**src/rtl/cmp_pkg.sv**
```systemverilog
// Package: shared mode codes and the predicate that says which codes compare.
// Assumes a 4-bit control field; any unlisted code is inert.
package cmp_pkg;
    localparam int MODE_W = 4;

    typedef enum logic [MODE_W-1:0] {
        MODE_OFF    = 4'b0000,
        MODE_TOGGLE = 4'b0010,
        MODE_SET    = 4'b1000,
        MODE_CLR    = 4'b1001,
        MODE_SWINT  = 4'b1010,
        MODE_EVENT  = 4'b1011
    } cmp_mode_e;

    // True for codes that enable the comparator.
    function automatic logic mode_compares(input logic [MODE_W-1:0] m);
        case (m)
            MODE_TOGGLE, MODE_SET, MODE_CLR, MODE_SWINT, MODE_EVENT: return 1'b1;
            default: return 1'b0;
        endcase
    endfunction
endpackage

```
**src/rtl/cmp_regs.sv**
```systemverilog
// Module: compare value and mode registers.
// Assumes single-cycle writes; zero_wr flags an all-zero control write this cycle.
module cmp_regs
    import cmp_pkg::*;
#(
    parameter int CNT_W = 16
) (
    input  logic              clk,
    input  logic              rst_n,
    input  logic              val_we,
    input  logic [CNT_W-1:0]  val_wdata,
    input  logic              ctl_we,
    input  logic [MODE_W-1:0] ctl_wdata,
    output logic [CNT_W-1:0]  cmp_val,
    output logic [MODE_W-1:0] mode,
    output logic              zero_wr
);
    // Hold the compare value.
    always_ff @(posedge clk) begin
        if (!rst_n)      cmp_val <= '0;
        else if (val_we) cmp_val <= val_wdata;
    end

    // Hold the operating mode.
    always_ff @(posedge clk) begin
        if (!rst_n)      mode <= MODE_OFF;
        else if (ctl_we) mode <= ctl_wdata;
    end

    // Flag an all-zero control write for the latch clear.
    always_comb zero_wr = ctl_we && (ctl_wdata == MODE_OFF);
endmodule

```
**src/rtl/cmp_match_det.sv**
```systemverilog
// Module: picks the time base, tests equality and emits a one-cycle hit
// on the first cycle of equality. Assumes timer counts synchronous to clk.
module cmp_match_det #(
    parameter int CNT_W = 16
) (
    input  logic             clk,
    input  logic             rst_n,
    input  logic             en,
    input  logic             sel,
    input  logic [CNT_W-1:0] cnt_a,
    input  logic [CNT_W-1:0] cnt_b,
    input  logic [CNT_W-1:0] cmp_val,
    output logic             hit
);
    logic [CNT_W-1:0] cnt_sel;
    logic             eq_now;
    logic             eq_q;

    // Route the selected timer count.
    always_comb cnt_sel = sel ? cnt_b : cnt_a;

    // Level equality, gated by the compare enable.
    always_comb eq_now = en && (cnt_sel == cmp_val);

    // Remember last cycle's equality for edge detection.
    always_ff @(posedge clk) begin
        if (!rst_n) eq_q <= 1'b0;
        else        eq_q <= eq_now;
    end

    // Rising edge of equality is the match event.
    always_comb hit = eq_now && !eq_q;
endmodule

```
**src/rtl/cmp_action.sv**
```systemverilog
// Module: applies the mode to the latch, keeps the sticky flag and emits
// timer reset and converter start pulses. Assumes hit is a one-cycle event.
module cmp_action
    import cmp_pkg::*;
#(
    parameter bit ADC_TRIG_EN = 1'b1
) (
    input  logic              clk,
    input  logic              rst_n,
    input  logic              hit,
    input  logic [MODE_W-1:0] mode,
    input  logic              sel,
    input  logic              zero_wr,
    input  logic              adc_en,
    input  logic              flag_clr,
    output logic              latch_q,
    output logic              flag_q,
    output logic              rst_a_q,
    output logic              rst_b_q,
    output logic              adc_q
);
    logic ev;

    // Special event condition.
    always_comb ev = hit && (mode == MODE_EVENT);

    // Output latch: zero write wins, else the mode's action on a hit.
    always_ff @(posedge clk) begin
        if (!rst_n)       latch_q <= 1'b0;
        else if (zero_wr) latch_q <= 1'b0;
        else if (hit) begin
            case (mode)
                MODE_SET:    latch_q <= 1'b1;
                MODE_CLR:    latch_q <= 1'b0;
                MODE_TOGGLE: latch_q <= ~latch_q;
                default:     latch_q <= latch_q;
            endcase
        end
    end

    // Sticky flag: a hit beats a clear.
    always_ff @(posedge clk) begin
        if (!rst_n)        flag_q <= 1'b0;
        else if (hit)      flag_q <= 1'b1;
        else if (flag_clr) flag_q <= 1'b0;
    end

    // Timer reset pulses toward the selected time base.
    always_ff @(posedge clk) begin
        if (!rst_n) begin
            rst_a_q <= 1'b0;
            rst_b_q <= 1'b0;
        end else begin
            rst_a_q <= ev && !sel;
            rst_b_q <= ev && sel;
        end
    end

    generate
        if (ADC_TRIG_EN) begin : g_adc
            // Converter start pulse when the converter is ready.
            always_ff @(posedge clk) begin
                if (!rst_n) adc_q <= 1'b0;
                else        adc_q <= ev && adc_en;
            end

            assert_adc_with_event_R7: assert property (@(posedge clk) disable iff (!rst_n)
                adc_q |-> (rst_a_q || rst_b_q));
        end else begin : g_no_adc
            assign adc_q = 1'b0;
            logic unused_adc;
            assign unused_adc = adc_en;
        end
    endgenerate

    assert_hit_sets_flag_R4: assert property (@(posedge clk) disable iff (!rst_n)
        hit |=> flag_q);

    assert_swint_latch_held_R5: assert property (@(posedge clk) disable iff (!rst_n)
        (hit && mode == MODE_SWINT && !zero_wr) |=> $stable(latch_q));

    assert_event_resets_timer_R6: assert property (@(posedge clk) disable iff (!rst_n)
        ev |=> (rst_a_q || rst_b_q));

    assert_single_timer_reset_R6: assert property (@(posedge clk) disable iff (!rst_n)
        $onehot0({rst_a_q, rst_b_q}));

    assert_zero_write_clears_R8: assert property (@(posedge clk) disable iff (!rst_n)
        zero_wr |=> !latch_q);
endmodule

```
**src/rtl/cmp_out_unit.sv**
```systemverilog
// Module: top of the timer compare output unit. Wires registers, match
// detector and action logic and gates the pin with the direction bit.
// Assumes all inputs are synchronous to clk.
module cmp_out_unit
    import cmp_pkg::*;
#(
    parameter int CNT_W       = 16,
    parameter bit ADC_TRIG_EN = 1'b1
) (
    input  logic              clk,
    input  logic              rst_n,
    input  logic              val_we,
    input  logic [CNT_W-1:0]  val_wdata,
    input  logic              ctl_we,
    input  logic [MODE_W-1:0] ctl_wdata,
    input  logic              tmr_sel,
    input  logic [CNT_W-1:0]  tmr_a_cnt,
    input  logic [CNT_W-1:0]  tmr_b_cnt,
    input  logic              pin_dir_out,
    input  logic              adc_enabled,
    input  logic              flag_clr,
    output logic              pin_out,
    output logic              pin_oe,
    output logic              irq_flag,
    output logic              tmr_a_rst,
    output logic              tmr_b_rst,
    output logic              adc_start
);
    logic [CNT_W-1:0]  cmp_val;
    logic [MODE_W-1:0] mode;
    logic              zero_wr;
    logic              hit;
    logic              latch_q;

    cmp_regs #(.CNT_W(CNT_W)) u_regs (
        .clk(clk), .rst_n(rst_n),
        .val_we(val_we), .val_wdata(val_wdata),
        .ctl_we(ctl_we), .ctl_wdata(ctl_wdata),
        .cmp_val(cmp_val), .mode(mode), .zero_wr(zero_wr)
    );

    cmp_match_det #(.CNT_W(CNT_W)) u_det (
        .clk(clk), .rst_n(rst_n),
        .en(mode_compares(mode)), .sel(tmr_sel),
        .cnt_a(tmr_a_cnt), .cnt_b(tmr_b_cnt),
        .cmp_val(cmp_val), .hit(hit)
    );

    cmp_action #(.ADC_TRIG_EN(ADC_TRIG_EN)) u_act (
        .clk(clk), .rst_n(rst_n),
        .hit(hit), .mode(mode), .sel(tmr_sel), .zero_wr(zero_wr),
        .adc_en(adc_enabled), .flag_clr(flag_clr),
        .latch_q(latch_q), .flag_q(irq_flag),
        .rst_a_q(tmr_a_rst), .rst_b_q(tmr_b_rst), .adc_q(adc_start)
    );

    // Drive the pin only when the direction bit selects output.
    always_comb begin
        pin_oe  = pin_dir_out;
        pin_out = pin_dir_out && latch_q;
    end

    assert_inert_mode_no_flag_R10: assert property (@(posedge clk) disable iff (!rst_n)
        (!mode_compares(mode) && !irq_flag) |=> !irq_flag);
endmodule

```
**config.mk**
```make
export PLATFORM = sky130hd
export DESIGN_NAME = cmp_out_unit
export DESIGN_NICKNAME = d
export VERILOG_FILES = /design/src/rtl/cmp_pkg.sv /design/src/rtl/cmp_regs.sv /design/src/rtl/cmp_match_det.sv /design/src/rtl/cmp_action.sv /design/src/rtl/cmp_out_unit.sv
export SDC_FILE = /design/constraint.sdc
export NUM_CORES = 1
export LEC_CHECK = 0
export ABC_AREA = 1
export BUFFER_PORTS_ARGS = -buffer_cell sky130_fd_sc_hd__clkbuf_2
export CORE_ASPECT_RATIO = 1.75
export CORE_MARGIN = 2
export CORE_UTILIZATION = 35
export DETAILED_ROUTE_END_ITERATION = 6
export PLACE_DENSITY = 0.72
export SETUP_SLACK_MARGIN = 0.5
export SLEW_MARGIN = 20
export SYNTH_ARGS = -nofsm -noshare
export SYNTH_HDL_FRONTEND = slang
export SYNTH_SLANG_ARGS = --single-unit
```
**constraint.sdc**
```tcl
create_clock -name clk -period 2.9 [get_ports clk]
set_clock_uncertainty 0.2 [all_clocks]
set_input_delay 0.29 -clock clk [delete_from_list [all_inputs] [get_ports clk]]
set_output_delay 0.29 -clock clk [all_outputs]
set_load 0.005 [all_outputs]
```
-- Word level (Yosys, flattened, before mapping)
Index checks and enable logic that the tools add are counted.
- memory bits (writable): 0
- memories: 0
- latch bits: 0
- bits of input ports: 60
- output and inout port bits: 6
- flip-flop bits (word level): 26
- word-level logic and storage cells: 37
- ROM bits: 0
- div/mod/pow operators: 0
- mux-type cells: 5
- magnitude comparators: 0
- $add $sub $neg: 0
- bitwise operators: 2
- reductions and logical operators: 16
- shift-type cells: 0
- eq/ne operators: 6
- multipliers: 0
- operators by type and width (cell ; count):
    $eq 16x16->1 ; 1
    $eq 4x4->1 const B ; 4
    $mux 16 ; 1
    $logic_and 1x1->1 ; 8
    $reduce_or 5->1 ; 1
    $eq 4x2->1 const B ; 1
    $logic_not 4->1 ; 1
    $mux 1 ; 3
    $pmux 1 s3 ; 1
    $reduce_bool 3->1 ; 1
    $logic_not 1->1 ; 2
    $not 1->1 ; 2
    $reduce_and 2->1 ; 1
    $reduce_bool 2->1 ; 1
    $reduce_or 2->1 ; 1

-- Longest topological paths before layout
Gate-level depths: netlist (run 1).
- depth in word-level cells: 7
- gate-level depth with buffers: 15

-- Hierarchy
Synthesis (run 1) repeated with hierarchy kept, for this count alone.
- cell total of the unflattened synthesis: 304
- area, all modules: 1675.4 sq um
- by module, submodules not included (module ; cells an instance ; instances ; sequential area each (sq um) ; area each (sq um)):
    cmp_regs ; 128 ; 1 ; 400.4 ; 833.3
    cmp_match_det ; 135 ; 1 ; 20.0 ; 583.1
    cmp_action ; 34 ; 1 ; 100.1 ; 224.0
    cmp_out_unit ; 7 ; 1 ; 0.0 ; 35.0

-- Worst setup path before layout (run 1)
OpenSTA, ideal clock, no wires.
- path kind: input to register
- start: in tmr_sel
- end: reg u_act.latch_q
- data required time: 2.585 ns
- arrival: 1.335 ns
- cell stages on the path: 15
- setup time: 0.115 ns
- setup slack: 1.250 ns
- cells stage by stage: buf_6 -> inv_6 -> buf_8 -> nand2_1 -> nand2_1 -> nand2_1 -> nand2_1 -> nor2_1 -> nand2_1 -> nor2_1 -> nand3_1 -> nor2_2 -> nand3_1 -> nand2_1 -> nor2_1
- cells in the longest elaborated chain, start to end: 5
- RTL lines (element ; line ; RTL):
    start, declared ; cmp_out_unit.sv:16 ; input logic tmr_sel,
    $mux 16 ; cmp_match_det.sv:20 ; always_comb cnt_sel = sel ? cnt_b : cnt_a;
    $eq 16x16->1 ; cmp_match_det.sv:23 ; always_comb eq_now = en && (cnt_sel == cmp_val);
    $logic_and 1x1->1 ; cmp_match_det.sv:23 ;
    $logic_and 1x1->1 ; cmp_match_det.sv:32 ; always_comb hit = eq_now && !eq_q;
    $reduce_and 2->1 (no source line) ; -- ;
    end signal, assigned ; cmp_action.sv:35 ; MODE_TOGGLE: latch_q <= ~latch_q;
    end signal, assigned ; cmp_action.sv:36 ; default: latch_q <= latch_q;
    end, declared ; cmp_action.sv:16 ; output logic latch_q,
No other way between the ends.
A chain may end at the register's enable or synchronous reset.

-- Final worst setup path (run 1)
- start: in tmr_sel
- end: reg u_act.rst_b_q
- cells in the longest elaborated chain, start to end: 6
- RTL lines (element ; line ; RTL):
    $mux 16 ; cmp_match_det.sv:20 ;
    $eq 16x16->1 ; cmp_match_det.sv:23 ;
    $logic_and 1x1->1 ; cmp_match_det.sv:23 ;
    $logic_and 1x1->1 ; cmp_match_det.sv:32 ;
    $logic_and 1x1->1 ; cmp_action.sv:25 ; always_comb ev = hit && (mode == MODE_EVENT);
    $logic_and 1x1->1 (*) ; cmp_action.sv:55 ; rst_b_q <= ev && sel;
    end signal, assigned ; cmp_action.sv:55 ;
    end, declared ; cmp_action.sv:19 ; output logic rst_b_q,
Mark *: on every way between the ends. The rest lies on a longest branch, timed or not.

==> flow_metrics.tcl, run 1 <==
set metrics [dict create \
    die_w_um 55.9 \
    grt_overflow_total 0 \
    synth.cell_area_um2 1650 \
    ys.flop_type "dfxtp_1" \
    diodes 0 \
    grt_pass1_wl_mm 7.38 \
    path_max_fanout 25 \
    grt_pass1_vias 1813 \
    p_int_uw 578 \
    drv_cap 0 \
    io_buffers 65 \
    antenna_found_initial 0 \
    initial_core_util_pct 35.7 \
    comb_power_share_pct 24.0 \
    ys_ff_latch 26 \
    arrival_ns 2.01 \
    yosysWarnings 0 \
    cp.required_ns 2.90 \
    fin_tns_setup_ns 0 \
    die_h_um 94.8 \
    num_vias 1814 \
    wl_per_cell_um 11.7 \
    switchingPower_uw 239 \
    layout.nets 385 \
    final_cell_mix "80 x nand2_1, 65 x clkbuf_2, 41 x inv_1, 26 x dfxtp_1, 24 x nor2_1" \
    max_slew_margin_pct 44.2 \
    clk_latency_ns 0.27 \
    grt_max_degree 33 \
    tightest_slew_ns 0.835 \
    synth_edf_count 0 \
    clockBufferDepth 2 \
    max_stage_delay_ns 0.35 \
    cts_made_buffers 3 \
    drive_above_1_share_pct 25.6 \
    power_switching_share_pct 29.3 \
    clkPwrFrac_pct 28.8 \
    path_cells "clkbuf_2 > inv_6 > nand2_1 > nand2_4 > xor2_2 > nand3_1 > nand3b_1 > nor3_2 > nand2_2 > nor2_1" \
    pwr_density_cell_nw_per_um2 403 \
    post_cts_buffers 0 \
    antenna_left 0 \
    cts.clk_slew.worst_paths_ns 0.09 \
    routed_wl_mm 4.39 \
    final_common_cell "nand2_1" \
    async_flop_share_pct 0 \
    worst_path_max_delay_cell "clkbuf_2" \
    root_buffer "clkbuf_8" \
    track_usage_pct 17.5 \
    fillers 519 \
    timing.final.crit_share_pct 69.3 \
    die_area_um2 5300 \
    first_iter_violations 33 \
    power_frac_seq_pct 47.2 \
    setup_viol 0 \
    dp_hpwl_mm 3.48 \
    num_rows 33 \
    drcViolationCount 0 \
    vias_per_cell 4.82 \
    hold_viol 0 \
    rrSetupSlack_ns 1.25 \
    synth.distinct_cells 27 \
    rsz0062_at_grt "no" \
    area_growth_pct 22.7 \
    synth_nets 324 \
    critPathLaunchType "input port" \
    fmax_mhz 498 \
    cellLeakagePower_nw 1.11 \
    crit_family "simple AND/OR/NAND/NOR gates" \
    endpoint_kind "flop" \
    status "finished, final reports clean" \
    slew_violations 0 \
    ys_seq_area_share_pct 31.5 \
    pin_count 66 \
    core_um2 4620 \
    syn_inst 264 \
    cts_max_level 1 \
    avgSynthCellArea_um2 6.25 \
    hold_class "input port to flop" \
    finalCoreUtilization_pct 43.8 \
    globalplace.congestion 0.901 \
    critPathKind "input port to flop" \
    crit_buf_inv 2 \
    cts_tree "yes" \
    fin_crit_ns 2.01 \
    cts.sinks 26 \
    firstDrtPassIters 4 \
    ir_worst_vdd_mv 0.335 \
]
[layout make-up]
cell class              instances  area, µm²  area share, %
clock buffers                   4       55.1           2.72
inverters                      42        163           8.03
multi-input cells             186        887           43.8
flip-flops and latches         26        520           25.7
well taps                      52       65.1           3.21
repair buffers                 66        335           16.6
[Yosys cell counts (2+ instances only)]
library cell	instances	area, µm²
buf_4	2	15.0
nand3_1	16	80.1
nand2_2	5	31.3
o21ai_0	21	105
nand4_1	3	18.8
nor3_1	2	10.0
xor2_2	3	48.8
a21oi_1	19	95.1
dfxtp_1	26	521
o211ai_1	2	15.0
nand2_1	80	300
inv_1	41	154
nor2_1	24	90.1
clkbuf_1	5	18.8
nand2_4	2	22.5
nor3_2	2	20.0
[cell families after synthesis]
family,Yosys count,synth area share [%]
xor gates and xnor gates,3,2.96
AOI/OAI and AO/OA,46,14.9
and+or+nand+nor,137,35.9
DFF,26,31.5
buffers and inverters,52,14.7
[worst register-to-register path, stage by stage, from the launching register on]
cell	delay, ns
dfxtp_1	0.34
inv_1	0.08
nor2_1	0.09
nand2_1	0.07
nand2_1	0.09
nand2_1	0.05
nor2_1	0.08
nand2_1	0.06
nor2_1	0.09
nand3_1	0.09
nor2_2	0.14
nand3_1	0.08
nand2_1	0.06
nor2_1	0.03
[routing by layer]
metal  wire [µm]  GRT usage, %
met1        1520          16.3
met4          89          6.55
met3         180          1.37
met2        2610          37.7
met5           0             0
[power groups by stage]
stage	Clock [mW]	Combinational, mW	Sequential [mW]
floorplan	0	0.133	0.391
global placement	0	0.192	0.393
detailed placement	0	0.195	0.394
CTS	0.242	0.197	0.386
global route	0.259	0.225	0.388
finish	0.235	0.196	0.386
[registers in the layout, summed over array words and instances (netlist names)]
name and cells:
u_regs.cmp_val 16, u_regs.mode 4, u_act.adc_q 1, u_act.flag_q 1, u_act.latch_q 1, u_act.rst_a_q 1, u_act.rst_b_q 1, u_det.eq_q 1
[per-stage QoR]
step	worst slack [ns]	instance area (µm²)	total power [mW]	cells	hold WS, ns
after global placement	0.648	1960	0.585	371	0.259
final	0.890	2030	0.817	376	0.0528
after global routing	0.698	2030	0.873	376	0.0890
after detailed placement	0.595	1960	0.589	371	0.268
after CTS	0.885	2020	0.824	375	0.00504
after floorplan	1.25	1650	0.525	264	0.202
[repair_timing]
action                                  4_1_cts  5_1_grt
endpoints found under the setup margin        0        0
hold endpoints to repair                      0        1
resized for setup                             0        0
hold buffers                                  0        1
[worst paths after layout]
check | to | from | depth (start not counted)
min | u_regs.mode[0] | ctl_wdata[0] | 3
max | u_act.rst_b_q | tmr_sel | 10
max reg2reg | u_act.latch_q | u_regs.mode[1] | 13
min reg2reg | u_regs.cmp_val[15] | u_regs.cmp_val[15] | 2
Power figures use the tool's default switching activity.
==> run 2: changes to the inputs <==
--- a/config.mk
+++ b/config.mk
@@ -5,13 +5,13 @@
 export SDC_FILE = /design/constraint.sdc
 export NUM_CORES = 1
 export LEC_CHECK = 0
-export ABC_AREA = 1
+export ABC_AREA = 0
 export BUFFER_PORTS_ARGS = -buffer_cell sky130_fd_sc_hd__clkbuf_2
 export CORE_ASPECT_RATIO = 1.75
 export CORE_MARGIN = 2
 export CORE_UTILIZATION = 35
 export DETAILED_ROUTE_END_ITERATION = 6
-export PLACE_DENSITY = 0.72
+export PLACE_DENSITY = 0.77
 export SETUP_SLACK_MARGIN = 0.5
 export SLEW_MARGIN = 20
 export SYNTH_ARGS = -nofsm -noshare
==> constraint.sdc (replaced) <==
create_clock -name clk -period 1.83 [get_ports clk]
set_clock_uncertainty 0.2 [all_clocks]
set_input_delay 0.183 -clock clk [delete_from_list [all_inputs] [get_ports clk]]
set_output_delay 0.183 -clock clk [all_outputs]
set_load 0.005 [all_outputs]
==> run 2 against run 1 <==
The run now ends with negative setup slack left. Power rose by 59%. Sequential share of layout area fell by 1.4 points. Via count fell by 27%. Count of clock-buffer cells in the layout did not move. Register-to-register slack got worse by 1.3 ns. Non-clock buffer count rose by 36. Hold slack got worse by 0.031 ns. Die area fell by 18%. First-iteration DRC count fell by 42%. Synthesized cell count fell by 47%. Critical path type unchanged.
==> flow_metrics.tcl, run 2 <==
set metrics [dict create \
    async_flop_share_pct 0 \
    cts_max_level 1 \
    globalplace.congestion 0.823 \
    final_common_cell "clkbuf_2" \
    vias_per_cell 4.67 \
    clk_latency_ns 0.28 \
    yosys-top-cells-count "36 x mux2i_1, 28 x nor2_1, 26 x dfxtp_1" \
    synth_top_area_share_pct 39.0 \
    critPathKind "input port to flop" \
    synth_nets 201 \
    grt_overflow_total 0 \
    diodes 0 \
    avgSynthCellArea_um2 9.48 \
    final_cells 285 \
    cts_tree "yes" \
    cts.clk_slew.worst_paths_ns 0.09 \
    die_h_um 85.7 \
    placedCellCount 258 \
    num_rows 29 \
    synth.cell_area_um2 1340 \
    fillers 321 \
    largest-register "u_regs.cmp_val" \
    hold_ws_ns 0.0213 \
    num_vias 1330 \
    die_area_um2 4350 \
    track_usage_pct 17.8 \
    cts_made_buffers 3 \
    layout.nets 300 \
    synth_edf_count 0 \
    initial_core_util_pct 36.8 \
    cellLeakagePower_nw 1.11 \
    drv_cap 0 \
    synth_area_leaders "dfxtp_1 39%, mux2i_1 27%, nor2_1 7.9%" \
    setup_viol 1 \
    drcViolationCount 0 \
    slew_violations 0 \
    rsz0062_at_grt "yes" \
    stdcell_area_um2 2170 \
    largest_register_ffs 16 \
    dp_slack_ns -0.538 \
    antenna_left 0 \
    reg.largest.list "u_regs.cmp_val x16, u_regs.mode x4" \
    ir_worst_vdd_mv 0.512 \
    routed_wl_mm 3.66 \
    grt_pass1_vias 1351 \
    die_w_um 50.7 \
    grt_max_degree 17 \
    arrival_ns 1.86 \
    hold_class "input port to flop" \
    finalCoreUtilization_pct 59.8 \
    fin_tns_setup_ns -0.0550 \
    setup_slack_ns -0.0550 \
    dp_hpwl_mm 2.74 \
    grt_pass1_wl_mm 5.77 \
    ys_ff_latch 26 \
    status "finished, violations left" \
    yosysWarnings 0 \
    synth.distinct_cells 26 \
    io_buffers 65 \
    pwr_density_cell_nw_per_um2 597 \
    tightest_slew_ns 0.538 \
    pin_count 66 \
    endpoint_kind "flop" \
    area_growth_pct 62.5 \
    fmax_mhz 530 \
    final_cell_mix "64 x clkbuf_2, 34 x mux2i_1, 27 x nor2_1, 21 x dlygate4sd3_1, 21 x dfxtp_1" \
    fin_crit_ns 1.89 \
    drive_above_1_share_pct 42.3 \
    firstDrtPassIters 4 \
    cts.sinks 26 \
    core_um2 3630 \
    critPathLaunchType "input port" \
    p_total_mw 1.29 \
    clockBufferDepth 2 \
    ys_seq_area_share_pct 39.0 \
    hold_viol 0 \
    cp.required_ns 1.81 \
    wl_per_cell_um 12.8 \
    timing.final.crit_share_pct 103 \
    syn_inst 141 \
    first_iter_violations 19 \
    ys.flop_type "dfxtp_1" \
    max_slew_margin_pct 64.1 \
    postPlaceCellArea_um2 1790 \
    path_max_fanout 6 \
    yosysMostFrequentCell "mux2i_1" \
    violations "negative setup slack" \
    root_buffer "clkbuf_8" \
    antenna_found_initial 0 \
    yosysTopAreaCell "dfxtp_1" \
]
## run 2: final timing paths
path                            from                  to  slack, ns  depth (start not counted)
setup reg to reg  u_regs.cmp_val[11]       u_act.latch_q      -0.06                          6
hold / removal              flag_clr        u_act.flag_q       0.02                          3
setup / recovery             tmr_sel       u_act.latch_q      -0.06                          8
hold reg to reg   u_regs.cmp_val[11]  u_regs.cmp_val[11]       0.32                          2
## run 2: cells by family after synthesis
family / synth area share (%)
muxes: 27.0
buffers and inverters: 4.59
AOI/OAI and AO/OA: 5.06
xor gates and xnor gates: 9.83
and+or+nand+nor: 14.6
DFF: 39.0
## run 2: layout make-up
type                    count  area [µm²]  area share (%)
inverters                   5        18.8           0.865
well taps                  46        57.6            2.65
repair buffers            102         696            32.0
multi-input cells         102         817            37.6
clock buffers               4        55.1            2.54
flip-flops and latches     26         527            24.3
## run 2: metal layers
metal | part of all wire [%] | vias to the layer above | routed length, µm | global-route usage [%]
met3 | 3.9 | 5 | 142 | 1.92
met4 | 1.6 | 0 | 59 | 7.37
met2 | 59 | 36 | 2170 | 36.0
met1 | 35 | 612 | 1290 | 17.3
li1 | - | 677 | - | -
met5 | 0 | - | 0 | 0
## run 2: repair_timing
action                                 CTS  global route
gates resized for setup                 12             9
setup endpoints to repair                6             6
endpoints found under the hold margin   21             0
hold buffers                            21             0
pin swaps                                7             6
buffers inserted                         2             0
## run 2: where the power goes
group | switching (mW) | leakage, nW | total, mW | internal, mW
logic | 0.124 | 0.865 | 0.304 | 0.180
clock network | 0.187 | 0.0288 | 0.379 | 0.193
registers | 0.0186 | 0.215 | 0.612 | 0.593
## run 2: critical path, stage by stage
cell and delay [ns]:
clkbuf_16 0.13, buf_12 0.13, buf_4 0.14, mux2i_1 0.17
xor2_1 0.21, o2111ai_1 0.16, or4_4 0.51, o211a_1 0.22
